**src/rtl/rxm_pkg.sv**
```systemverilog
package rxm_pkg;
  localparam int CAUSE_N     = 4;
  localparam int CB_TIMER    = 0;
  localparam int CB_THRESH   = 1;
  localparam int CB_OVERRUN  = 2;
  localparam int CB_SMALL    = 3;

  typedef enum logic [1:0] {
    SEL_DELAY = 2'd0,
    SEL_ABS   = 2'd1,
    SEL_MASK  = 2'd2
  } cfg_sel_e;
endpackage

```
**src/rtl/rxm_cfg_regs.sv**
```systemverilog
module rxm_cfg_regs
  import rxm_pkg::*;
#(
  parameter int DATA_W    = 32,
  parameter int DLY_W     = 16,
  parameter int ABS_W     = 16,
  parameter int FLUSH_BIT = 31
) (
  input  logic              clk,
  input  logic              rst_n,
  input  logic              wr_en,
  input  logic [1:0]        wr_sel,
  input  logic [DATA_W-1:0] wr_data,
  output logic [DLY_W-1:0]  dly_q,
  output logic [ABS_W-1:0]  abs_q,
  output logic [CAUSE_N-1:0] mask_q,
  output logic              flush_hit
);
  cfg_sel_e sel;
  logic     unused_wdata;

  assign sel          = cfg_sel_e'(wr_sel);
  assign unused_wdata = ^wr_data;
  // Flush fires on the write itself; the bit is never held.
  assign flush_hit    = wr_en && (sel == SEL_DELAY) && wr_data[FLUSH_BIT];

  always_ff @(posedge clk) begin
    if (!rst_n) begin
      dly_q  <= '0;
      abs_q  <= '0;
      mask_q <= '0;
    end else if (wr_en) begin
      case (sel)
        SEL_DELAY: dly_q  <= wr_data[DLY_W-1:0];
        SEL_ABS:   abs_q  <= wr_data[ABS_W-1:0];
        SEL_MASK:  mask_q <= wr_data[CAUSE_N-1:0];
        default:   ;
      endcase
    end
  end
endmodule

```
**src/rtl/rxm_countdown.sv**
```systemverilog
module rxm_countdown #(
  parameter int W = 16
) (
  input  logic         clk,
  input  logic         rst_n,
  input  logic         tick,
  input  logic         start,     // reload and run (wins over halt)
  input  logic         halt,      // reload and stop
  input  logic [W-1:0] load_val,
  output logic         expire,
  output logic         running
);
  logic [W-1:0] cnt_q;
  logic         run_q;

  assign expire  = run_q && tick && (cnt_q == W'(1));
  assign running = run_q;

  always_ff @(posedge clk) begin
    if (!rst_n) begin
      cnt_q <= '0;
      run_q <= 1'b0;
    end else if (start) begin
      cnt_q <= load_val;
      run_q <= (load_val != '0);
    end else if (halt) begin
      cnt_q <= load_val;
      run_q <= 1'b0;
    end else if (expire) begin
      run_q <= 1'b0;
    end else if (run_q && tick) begin
      cnt_q <= cnt_q - W'(1);
    end
  end
endmodule

```
**src/rtl/rxm_cause_reg.sv**
```systemverilog
module rxm_cause_reg
  import rxm_pkg::*;
(
  input  logic               clk,
  input  logic               rst_n,
  input  logic [CAUSE_N-1:0] set_vec,
  input  logic               clr,
  input  logic [CAUSE_N-1:0] mask,
  output logic [CAUSE_N-1:0] cause_q,
  output logic               irq
);
  for (genvar i = 0; i < CAUSE_N; i++) begin : g_bit
    always_ff @(posedge clk) begin
      if (!rst_n)          cause_q[i] <= 1'b0;
      else if (set_vec[i]) cause_q[i] <= 1'b1;
      else if (clr)        cause_q[i] <= 1'b0;
    end
  end

  assign irq = |(cause_q & mask);
endmodule

```
**src/rtl/rx_irq_moderator.sv**
```systemverilog
module rx_irq_moderator
  import rxm_pkg::*;
#(
  parameter int DATA_W    = 32,
  parameter int DLY_W     = 16,
  parameter int ABS_W     = 16,
  parameter int FLUSH_BIT = DATA_W - 1
) (
  input  logic              clk,
  input  logic              rst_n,
  input  logic              pkt_done,
  input  logic              small_pkt,
  input  logic              thresh_evt,
  input  logic              overrun_evt,
  input  logic              tick,
  input  logic              cfg_wr_en,
  input  logic [1:0]        cfg_sel,
  input  logic [DATA_W-1:0] cfg_wdata,
  input  logic              cause_clr,
  output logic              rxt_pulse,
  output logic              flush_req,
  output logic [CAUSE_N-1:0] cause,
  output logic              irq
);
  logic [DLY_W-1:0]   dly_q;
  logic [ABS_W-1:0]   abs_q;
  logic [CAUSE_N-1:0] mask_q;
  logic               flush_hit;
  logic               dly_zero;
  logic               pkt_exp, pkt_run;
  logic               abs_exp, abs_run;
  logic               pkt_start, pkt_halt;
  logic               abs_start, abs_halt;
  logic               fire;
  logic [CAUSE_N-1:0] set_vec;
  logic               rxt_q, flush_q;

  rxm_cfg_regs #(
    .DATA_W(DATA_W), .DLY_W(DLY_W), .ABS_W(ABS_W), .FLUSH_BIT(FLUSH_BIT)
  ) cfg_i (
    .clk(clk), .rst_n(rst_n), .wr_en(cfg_wr_en), .wr_sel(cfg_sel),
    .wr_data(cfg_wdata), .dly_q(dly_q), .abs_q(abs_q), .mask_q(mask_q),
    .flush_hit(flush_hit)
  );

  assign dly_zero = (dly_q == '0);

  // Every interrupt-raising event of this cycle, expiry taken first.
  assign fire = flush_hit | pkt_exp | abs_exp | small_pkt | (pkt_done & dly_zero);

  // A new packet restarts the delay timer even on an expiry edge.
  assign pkt_start = pkt_done & ~dly_zero;
  assign pkt_halt  = flush_hit | abs_exp | small_pkt | dly_zero;

  // Absolute timer arms on the first packet of a new moderation window.
  assign abs_start = pkt_start & (~abs_run | fire);
  assign abs_halt  = fire | dly_zero;

  rxm_countdown #(.W(DLY_W)) pkt_tmr_i (
    .clk(clk), .rst_n(rst_n), .tick(tick), .start(pkt_start), .halt(pkt_halt),
    .load_val(dly_q), .expire(pkt_exp), .running(pkt_run)
  );

  rxm_countdown #(.W(ABS_W)) abs_tmr_i (
    .clk(clk), .rst_n(rst_n), .tick(tick), .start(abs_start), .halt(abs_halt),
    .load_val(abs_q), .expire(abs_exp), .running(abs_run)
  );

  always_comb begin
    set_vec              = '0;
    set_vec[CB_TIMER]    = fire;
    set_vec[CB_THRESH]   = thresh_evt;
    set_vec[CB_OVERRUN]  = overrun_evt;
    set_vec[CB_SMALL]    = small_pkt;
  end

  rxm_cause_reg cause_i (
    .clk(clk), .rst_n(rst_n), .set_vec(set_vec), .clr(cause_clr),
    .mask(mask_q), .cause_q(cause), .irq(irq)
  );

  always_ff @(posedge clk) begin
    if (!rst_n) begin
      rxt_q   <= 1'b0;
      flush_q <= 1'b0;
    end else begin
      rxt_q   <= fire;
      flush_q <= flush_hit;
    end
  end

  assign rxt_pulse = rxt_q;
  assign flush_req = flush_q;

  logic unused_run;
  assign unused_run = pkt_run;
endmodule

```
**config.mk**
```make
export PLATFORM = sky130hd
export DESIGN_NAME = rx_irq_moderator
export DESIGN_NICKNAME = d
export VERILOG_FILES = /design/src/rtl/rxm_pkg.sv /design/src/rtl/rxm_cfg_regs.sv /design/src/rtl/rxm_countdown.sv /design/src/rtl/rxm_cause_reg.sv /design/src/rtl/rx_irq_moderator.sv
export SDC_FILE = /design/constraint.sdc
export NUM_CORES = 1
export LEC_CHECK = 0
export CAP_MARGIN = 20
export CORE_ASPECT_RATIO = 1.5
export CORE_MARGIN = 4
export CORE_UTILIZATION = 49
export CTS_BUF_LIST = sky130_fd_sc_hd__clkbuf_4 sky130_fd_sc_hd__clkbuf_8 sky130_fd_sc_hd__clkbuf_16
export DETAILED_ROUTE_END_ITERATION = 8
export GPL_TIMING_DRIVEN = 0
export PLACE_DENSITY = 0.87
export SLEW_MARGIN = 20
export SYNTH_ARGS = -nofsm -noshare
export SYNTH_HDL_FRONTEND = slang
export SYNTH_SLANG_ARGS = --single-unit
export TNS_END_PERCENT = 10
```
**constraint.sdc**
```tcl
create_clock -name clk -period 2.3 [get_ports clk]
set_clock_uncertainty 0.15 [all_clocks]
set_input_delay 0.69 -clock clk [delete_from_list [all_inputs] [get_ports clk]]
set_output_delay 0.69 -clock clk [all_outputs]
set_load 0.005 [all_outputs]
```
==> out/qor.json, run 1 <==
{
  "fin_total_pwr_uw": 3200,
  "ff2ff_path_depth": 10,
  "power_leakage_uw": 0.00171,
  "top_flip_flop_cell_by_instance_count_after_synthesis": "dfxtp_1",
  "grt_first_pass_wirelength_um": 15900,
  "cts.reportedPaths.clkPinSlew_ns": 0.08,
  "critical_path_arrival_ns": 2.32,
  "power.internal_uw": 2350,
  "worstMarginPinSlew_ns": 0.644,
  "syn_avg_cell_area_um2": 8.41,
  "clk-insertion-delay-late_ns": 0.35,
  "die_height_um": 113,
  "regToRegSetupSlack_ns": 0.04,
  "setup.worst_path.end_class": "flop",
  "core_area_um2": 6990,
  "globalRouteTotalUtil_pct": 23.0,
  "synthesis.nets": 472,
  "cts_root_buffer": "clkbuf_8",
  "vias_per_cell": 5.79,
  "max_used_layer": "met4",
  "final_hold_viol_count": 0,
  "drt_first_iter_violations": 221,
  "final_layout_worst_hold_slack_ns": 0.327,
  "maxSlewViolCount": 0,
  "routed_wl_um": 9820,
  "ant_diodes": 0,
  "drt-pass1-iter-count": 5,
  "crit_path_slowest_cell": "dfxtp_1",
  "final_cycle_share_pct": 98.2,
  "critical_path_type": "reg2reg",
  "post_drt_wl_per_cell_um": 17.0,
  "power_frac_clock_pct": 37.4,
  "grt_max_degree": 13,
  "synth-async-reset-ratio_pct": 0,
  "ctsHtreeMaxLevel": 3,
  "numPortBuffers": 33,
  "met1Wirelength_um": 3600,
  "number_of_maximum_capacitance_violations": 0,
  "initial_core_util_pct": 51.2,
  "ctsLongestPathBuffers": 2,
  "hold_path_endpoint": "cfg_i.abs_q[12]",
  "synth_enable_flop_cells": 0,
  "critical_path.cell_chain": "inv_1 > ha_1 > nor3b_4 > nand3_1 > o21ai_4 > nor4_4 > buf_4 > buf_6 > nor2_1 > a211oi_1",
  "sequentialPowerShare_pct": 45.7,
  "hold_path_class": "reg2reg",
  "powerDensity_nw_per_um2": 716,
  "drc": 0,
  "yosysWarningCount": 0,
  "critical_path_origin": "abs_tmr_i.cnt_q[1]",
  "layout-drive-gt1-share_pct": 11.0,
  "run_status": "completed",
  "cts_buffers": 9,
  "vias": 3338,
  "setup_violations": 0,
  "synth_cell_type_count": 49,
  "cts_num_sinks": 76,
  "regToRegEndpoint": "abs_tmr_i.cnt_q[5]",
  "drtAntennaViolNets": 0,
  "ir_drop_mv": 0.745,
  "row_count": 37,
  "critPathBufInv": 3,
  "start_kind": "flop",
  "wl_met3_um": 556,
  "critical-path-max-stage-delay_ns": 0.35,
  "floorplan.io_pins": 50,
  "power_switching_uw": 850,
  "rr_startpoint": "abs_tmr_i.cnt_q[1]",
  "die_area_um2": 8760,
  "finalWeightedCongestion": 0.953,
  "share_of_total_power_in_combinational_logic_pct": 16.9,
  "timing.max_slew.rel_slack_pct": 57.1,
  "power.switching_fraction_pct": 26.6,
  "yosys_register_bits": 76,
  "synth_seq_area_share_pct": 42.5,
  "critical_path_required_ns": 2.36,
  "hold-path-cell-count": 2,
  "crit_path_max_fanout": 10,
  "critical_path.top_delay_family": "simple AND/OR/NAND/NOR gates",
  "postSynthCellCount": 425,
  "post_cts_hold_buffer_count": 0,
  "place.detailed.hpwl_um": 6820,
  "final_net_count": 522,
  "grt.overflow.total": 0,
  "antenna_found_initial": 0,
  "die_width_um": 77.8,
  "cts_tree": "yes",
  "post_synth_instance_area_um2": 3580,
  "wl_met2_um": 5140,
  "max_freq_ghz": 0.443,
  "hold_start": "cfg_i.abs_q[12]",
  "grt_pass1_vias": 3489,
  "period_minus_slack_ns": 2.26,
  "flow.area_growth_from_synthesis_pct": 24.9
}
-- cells in the mapped netlist, drive strengths merged (5+ instances only) --
cell type   n  share of area (%)
xor2       17                4.2
nor2       22                2.3
nand2      89                9.3
nor3        9                1.7
a21oi      21                2.9
o21ai      19                2.7
clkbuf     22                2.3
dfxtp      76                 43
inv         5               0.52
nor3b       5                1.2
a21boi     29                6.1
o211a       8                2.2
mux2i       6                1.7
xnor2       7                1.7
nand3      11                1.5
nor2b       9                1.6
nor4       16                3.4
-- worst max-delay path by stage --
stage                               end  depth (start not counted)  slack [ns]
floorplan           abs_tmr_i.cnt_q[14]                          7        0.05
global placement    abs_tmr_i.cnt_q[11]                          8       -0.77
detailed placement   abs_tmr_i.cnt_q[5]                          8       -0.85
CTS                                 irq                          3        0.02
global route        abs_tmr_i.cnt_q[10]                          9       -0.01
finish               abs_tmr_i.cnt_q[5]                         10        0.04
-- registers in the layout, summed over array words and instances (netlist names) --
signal             count
cause_i.cause_q        4
abs_tmr_i.running      1
pkt_tmr_i.cnt_q       16
cfg_i.mask_q           4
rxt_pulse              1
flush_req              1
abs_tmr_i.cnt_q       16
cfg_i.dly_q           16
cfg_i.abs_q           16
pkt_tmr_i.running      1
-- worst reg2reg max path, delay by kind of cell, from the launching register on --
family,cells,cell delay (ns)
compound gates,2,0.36
fa+ha+maj,1,0.20
buf+inv,3,0.40
flops,1,0.35
simple gates,4,0.67
-- power groups by stage --
stage / Clock [uW] / Sequential [uW] / Combinational, uW
floorplan: 0 / 1470 / 309
global placement: 0 / 1480 / 453
detailed placement: 0 / 1480 / 466
CTS: 1200 / 1450 / 520
global route: 1250 / 1470 / 588
finish: 1200 / 1460 / 539
-- kinds of logic after synthesis --
family / Yosys count / share of synthesized area, %
AOI/OAI and AO/OA: 96 / 18.0
xor gates and xnor gates: 24 / 5.88
adders and majority gates: 4 / 1.40
buffers and inverters: 28 / 2.97
DFF: 76 / 42.5
muxes: 6 / 1.68
and+or+nand+nor: 191 / 27.5
-- timing repair --
action / 4_1_cts / 5_1_grt
pin swaps: 3 / 6
buffers inserted: 6 / 0
setup endpoints to repair: 38 / 49
gates resized for setup: 30 / 18
gates cloned: 1 / 0
-- through the flow --
step | instances | util, % | TNS [ns] | instance area, um2 | setup slack (ns)
3_3_place_gp | 555 | 57.6 | -28.55 | 4030 | -0.771
2_1_floorplan | 425 | - | 0 | 3580 | 0.0464
6_report | 577 | 63.9 | 0 | 4470 | 0.0403
4_1_cts | 578 | 63.3 | 0 | 4430 | 0.0177
3_5_place_dp | 555 | 57.6 | -31.93 | 4030 | -0.855
5_1_grt | 577 | 63.9 | -0.0252 | 4470 | -0.0143
-- cell type report --
cell class	count	area [um2]
Fill cell	503	2520
Multi-Input combinational cell	321	2050
Sequential cell	76	1530
Timing Repair Buffer	40	389
Clock buffer	13	173
Buffer	22	123
Tap cell	97	121
Clock inverter	3	67.6
Inverter	5	18.8
-- routing by layer --
metal,GRT usage (%),vias to the layer above
li1,-,1587
met1,23.3,1567
met2,41.2,144
met3,5.06,40
met4,15.9,0
met5,0,-
-- cell usage in the layout (no fill, tap or decap), types with 5 or more instances in the layout --
master            n
buf_4             5
clkbuf_8         13
clkbuf_1         15
nand2_1          89
a21oi_1          20
nor2b_1           9
nand3_1          11
mux2i_1           6
xor2_1           17
nor4_1           11
xnor2_1           7
o211a_1           8
inv_1             5
a21boi_0         29
clkdlybuf4s50_1  28
nor2_1           21
dfxtp_1          73
o21ai_0          17
nor3_1            6
Note: power is estimated with default switching activity, not from simulation.
==> run 2, diff against run 1 <==
--- a/config.mk
+++ b/config.mk
@@ -8,11 +8,12 @@
 export CAP_MARGIN = 20
 export CORE_ASPECT_RATIO = 1.5
 export CORE_MARGIN = 4
-export CORE_UTILIZATION = 49
+export CORE_UTILIZATION = 57
 export CTS_BUF_LIST = sky130_fd_sc_hd__clkbuf_4 sky130_fd_sc_hd__clkbuf_8 sky130_fd_sc_hd__clkbuf_16
 export DETAILED_ROUTE_END_ITERATION = 8
+export DONT_BUFFER_PORTS = 1
 export GPL_TIMING_DRIVEN = 0
-export PLACE_DENSITY = 0.87
+export PLACE_DENSITY = 0.86
 export SLEW_MARGIN = 20
 export SYNTH_ARGS = -nofsm -noshare
 export SYNTH_HDL_FRONTEND = slang
==> run 2 against run 1 <==
Effect of this change:
- via count decreased by 7.9%
- setup slack worse by 0.012 ns
- clock-buffer cell count fell by 3
- flip-flop and latch count stayed put
- wire length decreased by 8.5%
- critical endpoint is now abs_tmr_i.cnt_q[10]
- largest power group unchanged
- highest routed layer unchanged
==> out/qor.json, run 2 (synthesized netlist as in run 1, its figures left out) <==
{
  "run_status": "completed",
  "final_hold_viol_count": 0,
  "rsz0062_at_grt": "true",
  "hold_path_class": "in2reg",
  "floorplan.io_pins": 50,
  "regToRegSetupSlack_ns": 0.03,
  "cts.reportedPaths.clkPinSlew_ns": 0.08,
  "preCtsSetupSlack_ns": -0.436,
  "cts_buffers": 9,
  "worstMarginPinSlew_ns": 0.600,
  "maxSlewViolCount": 0,
  "cts_tree": "yes",
  "ctsHtreeMaxLevel": 3,
  "cts_root_buffer": "clkbuf_8",
  "drc": 0,
  "grt_max_degree": 14,
  "initial_core_util_pct": 58.3,
  "numPortBuffers": 0,
  "power_switching_uw": 817,
  "vias_per_cell": 5.97,
  "antenna_found_initial": 0,
  "drtAntennaViolNets": 0,
  "core_area_um2": 6130,
  "critPathBufInv": 1,
  "rr_startpoint": "abs_tmr_i.cnt_q[2]",
  "ir_drop_mv": 0.540,
  "layout.cells.most_common": "nand2_1",
  "final_net_count": 483,
  "row_count": 35,
  "ctsLongestPathBuffers": 2,
  "die_height_um": 105,
  "post_drt_wl_per_cell_um": 17.4,
  "fin_tns_setup_ns": 0,
  "grt.overflow.total": 0,
  "layout_common_cells": "89 x nand2_1, 75 x dfxtp_1, 29 x a21boi_0, 21 x a21oi_1, 21 x nor2_1",
  "power_leakage_uw": 0.00149,
  "final_cycle_share_pct": 98.8,
  "finalWeightedCongestion": 0.906,
  "layout-drive-gt1-share_pct": 9.52,
  "critical_path.cell_chain": "nor4_2 > nand3_1 > o21ai_2 > nor4_4 > buf_6 > o21ai_0 > a21oi_1",
  "power_frac_clock_pct": 39.6,
  "ff2ff_path_depth": 7,
  "die_area_um2": 7630,
  "ant_diodes": 0,
  "hold-path-cell-count": 1,
  "globalRouteTotalUtil_pct": 24.1,
  "share_of_total_power_in_combinational_logic_pct": 13.6,
  "critical_path.top_delay_family": "simple AND/OR/NAND/NOR gates",
  "fin_total_pwr_uw": 3130,
  "cts_num_sinks": 76,
  "crit_path_max_fanout": 10,
  "clk-insertion-delay-late_ns": 0.35,
  "grt_first_pass_wirelength_um": 14300,
  "routed_wl_um": 8980,
  "vias": 3073,
  "regToRegEndpoint": "abs_tmr_i.cnt_q[10]",
  "hold_path_endpoint": "cause_i.cause_q[3]",
  "drt-pass1-iter-count": 4,
  "power.switching_fraction_pct": 26.2,
  "die_width_um": 72.7,
  "number_of_maximum_capacitance_violations": 0,
  "place.detailed.hpwl_um": 6670,
  "hold_start": "small_pkt",
  "layout_setup_ws_ns": 0.0286,
  "detailed_place.area_um2": 3670,
  "critical-path-max-stage-delay_ns": 0.43,
  "sequentialPowerShare_pct": 46.8,
  "powerDensity_nw_per_um2": 781,
  "critical_path_type": "reg2reg",
  "critical_path_required_ns": 2.37,
  "drt_first_iter_violations": 119,
  "period_minus_slack_ns": 2.27,
  "cts_setup_buffers": 0,
  "flow.area_growth_from_synthesis_pct": 11.9,
  "max_freq_ghz": 0.440,
  "grt_pass1_vias": 3110,
  "critical_path_arrival_ns": 2.35,
  "timing.max_slew.rel_slack_pct": 60.0,
  "setup.worst_path.end_class": "flop",
  "setup_violations": 0,
  "power.internal_uw": 2310,
  "post-route-cell-area_um2": 4000,
  "crit_path_slowest_cell": "nor4_2",
  "start_kind": "flop",
  "post_cts_hold_buffer_count": 0
}
==> run 2: final cells by class <==
type	instances	area [um2]
inverter	5	18.8
multi-input combinational	321	2020
fill	507	2130
clock inverter	6	111
buffer	23	101
sequential	76	1520
tap	74	92.6
clock buffer	10	138
==> run 2: per-stage QoR <==
stage / util (%) / std cells / hold slack [ns]
floorplan: - / 425 / 0.293
global placement: 59.8 / 499 / 0.313
detailed placement: 59.8 / 499 / 0.319
CTS: 64.2 / 515 / 0.307
global route: 65.2 / 515 / 0.311
finish: 65.2 / 515 / 0.310
==> run 2: worst max path at each step <==
stage | cells after the start | end | slack, ns | start
finish | 7 | abs_tmr_i.cnt_q[10] | 0.03 | abs_tmr_i.cnt_q[2]
global route | 7 | pkt_tmr_i.cnt_q[9] | -0.12 | abs_tmr_i.cnt_q[10]
CTS | 9 | abs_tmr_i.cnt_q[15] | -0.10 | abs_tmr_i.cnt_q[1]
detailed placement | 6 | abs_tmr_i.cnt_q[4] | -0.44 | cfg_wr_en
global placement | 7 | pkt_tmr_i.cnt_q[10] | -0.42 | cfg_wr_en
floorplan | 7 | abs_tmr_i.cnt_q[14] | 0.05 | cfg_wr_en
==> run 2: timing repair <==
item	4_1_cts	5_1_grt
pin swaps	0	2
endpoints found under the hold margin	0	0
resized for setup	4	25
setup endpoints to repair	31	32
==> run 2: layer usage <==
layer / vias to the layer above / track usage [%] / share of wire (%)
li1: 1514 / - / -
met1: 1429 / 24.1 / 36
met2: 95 / 43.0 / 53
met3: 35 / 4.04 / 5.3
met4: 0 / 17.0 / 5.1
met5: - / 0 / 0
==> run 2: power by group through the flow <==
stage,logic (uW),registers (uW),clock network (uW)
floorplan,309,1470,0
global placement,378,1480,0
detailed placement,390,1490,0
CTS,400,1460,1250
global route,473,1470,1290
finish,426,1460,1240
